File: config.mk
export PLATFORM = sky130hd
export DESIGN_NAME = cof_trace_rec
export DESIGN_NICKNAME = d
export VERILOG_FILES = /design/src/rtl/cof_trace_pkg.sv /design/src/rtl/cof_trace_filter.sv /design/src/rtl/cof_trace_ctrl.sv /design/src/rtl/cof_trace_buf.sv /design/src/rtl/cof_trace_rec.sv
export SDC_FILE = /design/constraint.sdc
export NUM_CORES = 2
export LEC_CHECK = 0
export ABC_CLOCK_PERIOD_IN_PS = 3700
export BUFFER_PORTS_ARGS = -buffer_cell sky130_fd_sc_hd__buf_2
export CORE_MARGIN = 8
export CORE_UTILIZATION = 50
export CTS_BUF_LIST = sky130_fd_sc_hd__clkbuf_16
export DETAILED_ROUTE_END_ITERATION = 7
export PLACE_DENSITY = 0.65
export SLEW_MARGIN = 0
export SYNTH_ARGS = -nofsm -noshare
export SYNTH_HDL_FRONTEND = slang
export SYNTH_SLANG_ARGS = --single-unit
File: constraint.sdc
create_clock -name clk_i -period 3.7 [get_ports clk_i]
set_clock_uncertainty 0.1 [all_clocks]
set_input_delay 0.555 -clock clk_i [delete_from_list [all_inputs] [get_ports clk_i]]
set_output_delay 0.555 -clock clk_i [all_outputs]
set_load 0.005 [all_outputs]
File: src/rtl/cof_trace_pkg.sv
package cof_trace_pkg;
  localparam int ADDR_W = 23;
  localparam int INFO_W = 8;

  typedef enum logic [3:0] {
    CLS_OTHER    = 4'd0,
    CLS_COND_TKN = 4'd1,
    CLS_IDX_JMP  = 4'd2,
    CLS_RETURN   = 4'd3,
    CLS_IRQ      = 4'd4,
    CLS_IRQ_EXCL = 4'd5
  } evt_cls_e;

  typedef struct packed {
    logic [ADDR_W-1:0] addr;
    logic [INFO_W-1:0] info;
  } trace_line_t;

  localparam int INFO_DST_BIT = 0;
  localparam int INFO_VEC_BIT = 1;
endpackage

File: src/rtl/cof_trace_filter.sv
module cof_trace_filter
  import cof_trace_pkg::*;
(
  input  logic              valid_i,
  input  logic [ADDR_W-1:0] addr_i,
  input  logic [3:0]        cls_i,
  input  logic              vec_i,
  output logic              keep_o,
  output trace_line_t       line_o
);
  logic is_dst, is_vec, is_src;

  always_comb begin
    is_src = 1'b0;
    is_dst = 1'b0;
    is_vec = 1'b0;
    unique case (cls_i)
      CLS_COND_TKN: is_src = 1'b1;
      CLS_IDX_JMP,
      CLS_RETURN:   is_dst = 1'b1;
      CLS_IRQ: begin
        is_dst = vec_i;
        is_vec = vec_i;
      end
      default: ;
    endcase
  end

  assign keep_o = valid_i & (is_src | is_dst);

  always_comb begin
    line_o = '0;
    line_o.addr = addr_i;
    line_o.info[INFO_DST_BIT] = is_dst;
    line_o.info[INFO_VEC_BIT] = is_vec;
  end
endmodule

File: src/rtl/cof_trace_ctrl.sv
module cof_trace_ctrl #(
  parameter int POST_LINES = 32,
  localparam int PCW = $clog2(POST_LINES + 1)
) (
  input  logic       clk_i,
  input  logic       rst_ni,
  input  logic       arm_i,
  input  logic [1:0] mode_i,
  input  logic       policy_i,
  input  logic       trig_i,
  input  logic       keep_i,
  output logic       wr_en_o,
  output logic       clr_o,
  output logic       armed_o,
  output logic       done_o,
  output logic       brk_o
);
  logic           trig_seen_q;
  logic [PCW-1:0] post_q;
  logic           end_stop;

  assign end_stop = trig_i & ~policy_i;
  assign clr_o    = arm_i;
  assign wr_en_o  = armed_o & ~arm_i & keep_i & (mode_i == 2'd0) & ~end_stop;

  always_ff @(posedge clk_i or negedge rst_ni) begin
    if (!rst_ni) begin
      armed_o     <= 1'b0;
      done_o      <= 1'b0;
      brk_o       <= 1'b0;
      trig_seen_q <= 1'b0;
      post_q      <= '0;
    end else if (arm_i) begin
      armed_o     <= 1'b1;
      done_o      <= 1'b0;
      brk_o       <= 1'b0;
      trig_seen_q <= 1'b0;
      post_q      <= '0;
    end else begin
      brk_o <= 1'b0;
      if (armed_o) begin
        if (!policy_i) begin
          if (trig_i) begin
            armed_o <= 1'b0;
            done_o  <= 1'b1;
          end
        end else if (!trig_seen_q) begin
          if (trig_i) trig_seen_q <= 1'b1;
        end else if (wr_en_o) begin
          // trigger-cycle line is not counted
          if (post_q == PCW'(POST_LINES - 1)) begin
            armed_o <= 1'b0;
            done_o  <= 1'b1;
            brk_o   <= 1'b1;
          end else begin
            post_q <= post_q + 1'b1;
          end
        end
      end
    end
  end
endmodule

File: src/rtl/cof_trace_buf.sv
module cof_trace_buf
  import cof_trace_pkg::*;
#(
  parameter int DEPTH = 64,
  localparam int IW = $clog2(DEPTH),
  localparam int CW = IW + 1
) (
  input  logic        clk_i,
  input  logic        rst_ni,
  input  logic        clr_i,
  input  logic        wr_en_i,
  input  trace_line_t wr_line_i,
  input  logic        rd_en_i,
  input  logic [IW-1:0] rd_idx_i,
  output trace_line_t rd_line_o,
  output logic [CW-1:0] cnt_o
);
  trace_line_t   mem_q [DEPTH];
  logic [IW-1:0] wptr_q;
  logic [IW-1:0] phys_idx;
  logic          full;

  assign full = (cnt_o == CW'(DEPTH));

  always_ff @(posedge clk_i or negedge rst_ni) begin
    if (!rst_ni) begin
      wptr_q <= '0;
      cnt_o  <= '0;
    end else if (clr_i) begin
      wptr_q <= '0;
      cnt_o  <= '0;
    end else if (wr_en_i) begin
      wptr_q <= wptr_q + 1'b1;
      if (!full) cnt_o <= cnt_o + 1'b1;
    end
  end

  always_ff @(posedge clk_i) begin
    if (wr_en_i && !clr_i) mem_q[wptr_q] <= wr_line_i;
  end

  // once wrapped the oldest line sits at the write pointer
  assign phys_idx = full ? (wptr_q + rd_idx_i) : rd_idx_i;

  always_comb begin
    rd_line_o = '0;
    if (rd_en_i && (CW'(rd_idx_i) < cnt_o)) rd_line_o = mem_q[phys_idx];
  end
endmodule

File: src/rtl/cof_trace_rec.sv
module cof_trace_rec
  import cof_trace_pkg::*;
#(
  parameter int DEPTH      = 64,
  parameter int POST_LINES = 32,
  localparam int IW = $clog2(DEPTH),
  localparam int CW = IW + 1
) (
  input  logic              clk_i,
  input  logic              rst_ni,
  input  logic              arm_i,
  input  logic [1:0]        mode_i,
  input  logic              policy_i,
  input  logic              trig_i,
  input  logic              evt_valid_i,
  input  logic [ADDR_W-1:0] evt_addr_i,
  input  logic [3:0]        evt_cls_i,
  input  logic              evt_vec_i,
  input  logic [IW-1:0]     rd_idx_i,
  output logic [ADDR_W-1:0] rd_addr_o,
  output logic [INFO_W-1:0] rd_info_o,
  output logic [CW-1:0]     line_cnt_o,
  output logic              armed_o,
  output logic              done_o,
  output logic              brk_o
);
  logic        keep, wr_en, clr;
  trace_line_t wr_line, rd_line;

  cof_trace_filter u_filter (
    .valid_i (evt_valid_i),
    .addr_i  (evt_addr_i),
    .cls_i   (evt_cls_i),
    .vec_i   (evt_vec_i),
    .keep_o  (keep),
    .line_o  (wr_line)
  );

  cof_trace_ctrl #(.POST_LINES(POST_LINES)) u_ctrl (
    .clk_i    (clk_i),
    .rst_ni   (rst_ni),
    .arm_i    (arm_i),
    .mode_i   (mode_i),
    .policy_i (policy_i),
    .trig_i   (trig_i),
    .keep_i   (keep),
    .wr_en_o  (wr_en),
    .clr_o    (clr),
    .armed_o  (armed_o),
    .done_o   (done_o),
    .brk_o    (brk_o)
  );

  cof_trace_buf #(.DEPTH(DEPTH)) u_buf (
    .clk_i     (clk_i),
    .rst_ni    (rst_ni),
    .clr_i     (clr),
    .wr_en_i   (wr_en),
    .wr_line_i (wr_line),
    .rd_en_i   (~armed_o),
    .rd_idx_i  (rd_idx_i),
    .rd_line_o (rd_line),
    .cnt_o     (line_cnt_o)
  );

  assign rd_addr_o = rd_line.addr;
  assign rd_info_o = rd_line.info;
endmodule

==> flow_metrics.tcl <==
set metrics [dict create \
    final_core_util_pct 61.8 \
    post-dp-hpwl_um 106000 \
    met2_usage_pct 41.7 \
    ir_drop_mv 0.332 \
    port_buffers 76 \
    hold_class "input port to flip-flop" \
    grt_max_degree 65 \
    slew_headroom_pct 14.6 \
    cts_root_buffer "clkbuf_16" \
    dpl_cell_area_um2 70100 \
    setup_viol 25 \
    yosysMostFrequentCell "edfxtp_1" \
    overflow 0 \
    cts.htree.levels 4 \
    nets 4188 \
    min_period_ns 4.85 \
    yosys.area.top_type "edfxtp_1" \
    postSynthAreaPerCell_um2 17.9 \
    reg2reg_slack_ns 0.89 \
    crit_end "rd_addr_o[17]" \
    p_total_mw 37.8 \
    design_area_um2 77800 \
    fill_cells 8907 \
    coreArea_um2 126000 \
    critPathMaxStageDelay_ns 0.49 \
    grt_pass1_vias 36220 \
    ff2ff_path_depth 8 \
    finalWirelength_um 177000 \
    syn_area_um2 63500 \
    wl_per_cell_um 29.9 \
    synthCells 3543 \
    track_usage_pct 25.1 \
    ios 83 \
    drc 0 \
    async_flop_share_pct 1.42 \
    die_area_um2 139000 \
    start_kind "flip-flop" \
    fin_crit_sh_pct 131 \
    area.growth.synth_to_final_pct 22.5 \
    worstReg2RegStart "u_ctrl.armed_o" \
    pre_cts_slack_ns -1.11 \
    drv_cap 0 \
    cts_tree "built" \
    synth.top_cell.area_share_pct 75.6 \
    cpLargestDelayFamily "buffers and inverters" \
    drive_gt1_share_pct 29.9 \
    grt_use_met1_pct 33.8 \
    viasPerCell 6.19 \
    setup_tns_ns -26.81 \
    holdWs_ns 0.138 \
    critical_path_class "flip-flop to primary output" \
    run_status "finished with violations" \
    critPathMaxFanout 13 \
    grt_setup_unrepaired "true" \
    start_util_pct 50.5 \
    max_freq_mhz 206 \
    top_usage_layer "met2" \
    gp_congestion 0.858 \
    finalWorstSetupSlack_ns -1.15 \
    finalNonFillerCells 5924 \
    synth_seq_cells 1623 \
    ys_seq_area_share_pct 76.5 \
    rr_endpoint "u_buf.mem_q[35][5]" \
    cts_buffer_depth 3 \
    rows 130 \
    crit_chain "inv_2 > ha_4 > nor4b_4 > buf_4 > nand3_2 > buf_6 > nand2_8 > buf_12 > buf_16 > buf_6 > mux4_2 > nand2_1 > nand3_2 > o311ai_2 > buf_4 > nand4_1 > buf_2" \
    path_depth 17 \
    critPathBufInv 8 \
    power_per_cell_area_nw_per_um2 486 \
    synthTopCellsByCount "edfxtp_1, nand2_1, mux2i_1" \
    clk_pin_slew_worst_paths_ns 0.06 \
    die_x_um 372 \
    fp.dieH_um 372 \
    final-hold-violation-count 0 \
    cts_sinks 1623 \
    tightest_slew_ns 1.28 \
    drt_iter0_drc 4172 \
    insertion_delay_ns 0.75 \
    grt_pass1_wl_um 252000 \
    end_kind "primary output" \
    slowest_stage "mux4_2" \
    cp.arrival_ns 4.20 \
    yosysWarnings 0 \
    firstDrtPassIters 6 \
    use_met3_pct 4.14 \
    crit_required_ns 3.04 \
    synth-main-ff-cell "edfxtp_1" \
    numCtsBuffers 162 \
    violations "setup timing" \
    synth_area_leaders "edfxtp_1, mux4_2, mux2i_1" \
    final_antenna_net_count 0 \
    vias 36668 \
    grt_antenna_before_repair 9 \
    placed_cells_incl_taps 5538 \
    ys_types 75 \
    synth_edf_count 1600 \
    finalMaxSlewViolations 0 \
    leakagePower_nw 26.6 \
    crit_start "u_buf.cnt_o[1]" \
]
==> worst reg2reg max path: cells and delay by family (launching register included) <==
kind,cells,cell delay [ns]
AND/OR/NAND/NOR,6,1.33
buffers and inverters,2,0.59
flip-flops,1,0.46
==> cells in the final DEF, fill, tap and decap left out, types with 71 or more instances in the layout <==
master	Yosys	routed
edfxtp_1	1600	1600
nand2_1	400	379
buf_4	32	359
mux2i_1	342	334
clkbuf_16	0	170
mux4_2	166	166
buf_12	0	118
o22ai_1	112	105
a21oi_1	106	88
nor2_2	5	71
==> metal layers <==
metal,wire [um],vias up
li1,-,15497
met3,14400,351
met4,6020,6
met5,38,-
met2,87300,1801
met1,69300,19013
==> worst min-delay path by stage <==
stage,endpoint,start,cells past startpoint
6_report,u_ctrl.post_q[2],arm_i,2
5_1_grt,u_buf.wptr_q[4],arm_i,2
4_1_cts,u_buf.cnt_o[3],arm_i,2
3_5_place_dp,u_ctrl.done_o,u_ctrl.done_o,2
3_3_place_gp,u_ctrl.done_o,u_ctrl.done_o,2
2_1_floorplan,u_buf.cnt_o[0],rst_ni,0
==> where the power goes <==
part | leakage (nW) | switching, mW | internal, mW
registers | 14.5 | 0.00281 | 20.2
clock network | 2.60 | 6.86 | 8.49
logic | 9.50 | 1.33 | 0.928
==> timing repair <==
item	in CTS	in global routing
buffers inserted	38	20
hold buffers	3	0
gates resized for setup	223	124
endpoints found under the setup margin	25	25
endpoints found under the hold margin	25	0
pin swaps	61	55
gates cloned	19	4
==> sequential cells by signal (all words and copies together) (netlist names) <==
signal and count:
u_ctrl.done_o 1, u_ctrl.post_q 6, u_buf.cnt_o 7, u_ctrl.trig_seen_q 1
u_buf.mem_q 1600, u_buf.wptr_q 6, u_ctrl.armed_o 1, u_ctrl.brk_o 1
==> cell families (layout without fill, tap and decap cells) <==
| kind of cell | after synthesis | after routing | share of synthesized area (%) |
|---|---|---|---|
| buffers and inverters | 221 | 941 | 1.71 |
| flip-flops | 1623 | 1623 | 76.5 |
| AND/OR/NAND/NOR | 695 | 696 | 4.82 |
| multiplexers | 509 | 509 | 11.3 |
| XOR/XNOR | 12 | 12 | 0.165 |
| other | 1 | 10 | 0.00590 |
| AO/OA/AOI/OAI | 467 | 468 | 5.17 |
| adder cells (fa/ha/maj) | 15 | 15 | 0.307 |
==> layout make-up <==
type                    instances  area (um^2)  area share [%]
clock inverters               137          807            1.04
diodes                          4         10.0          0.0129
flip-flops and latches       1623        48600            62.5
repair buffers                629         6840            8.79
well taps                    1650         2060            2.65
multi-input cells            1706        15300            19.7
inverters                       9         33.8          0.0434
clock buffers                 166         4150            5.34
Note: power is estimated with default switching activity, not from simulation.
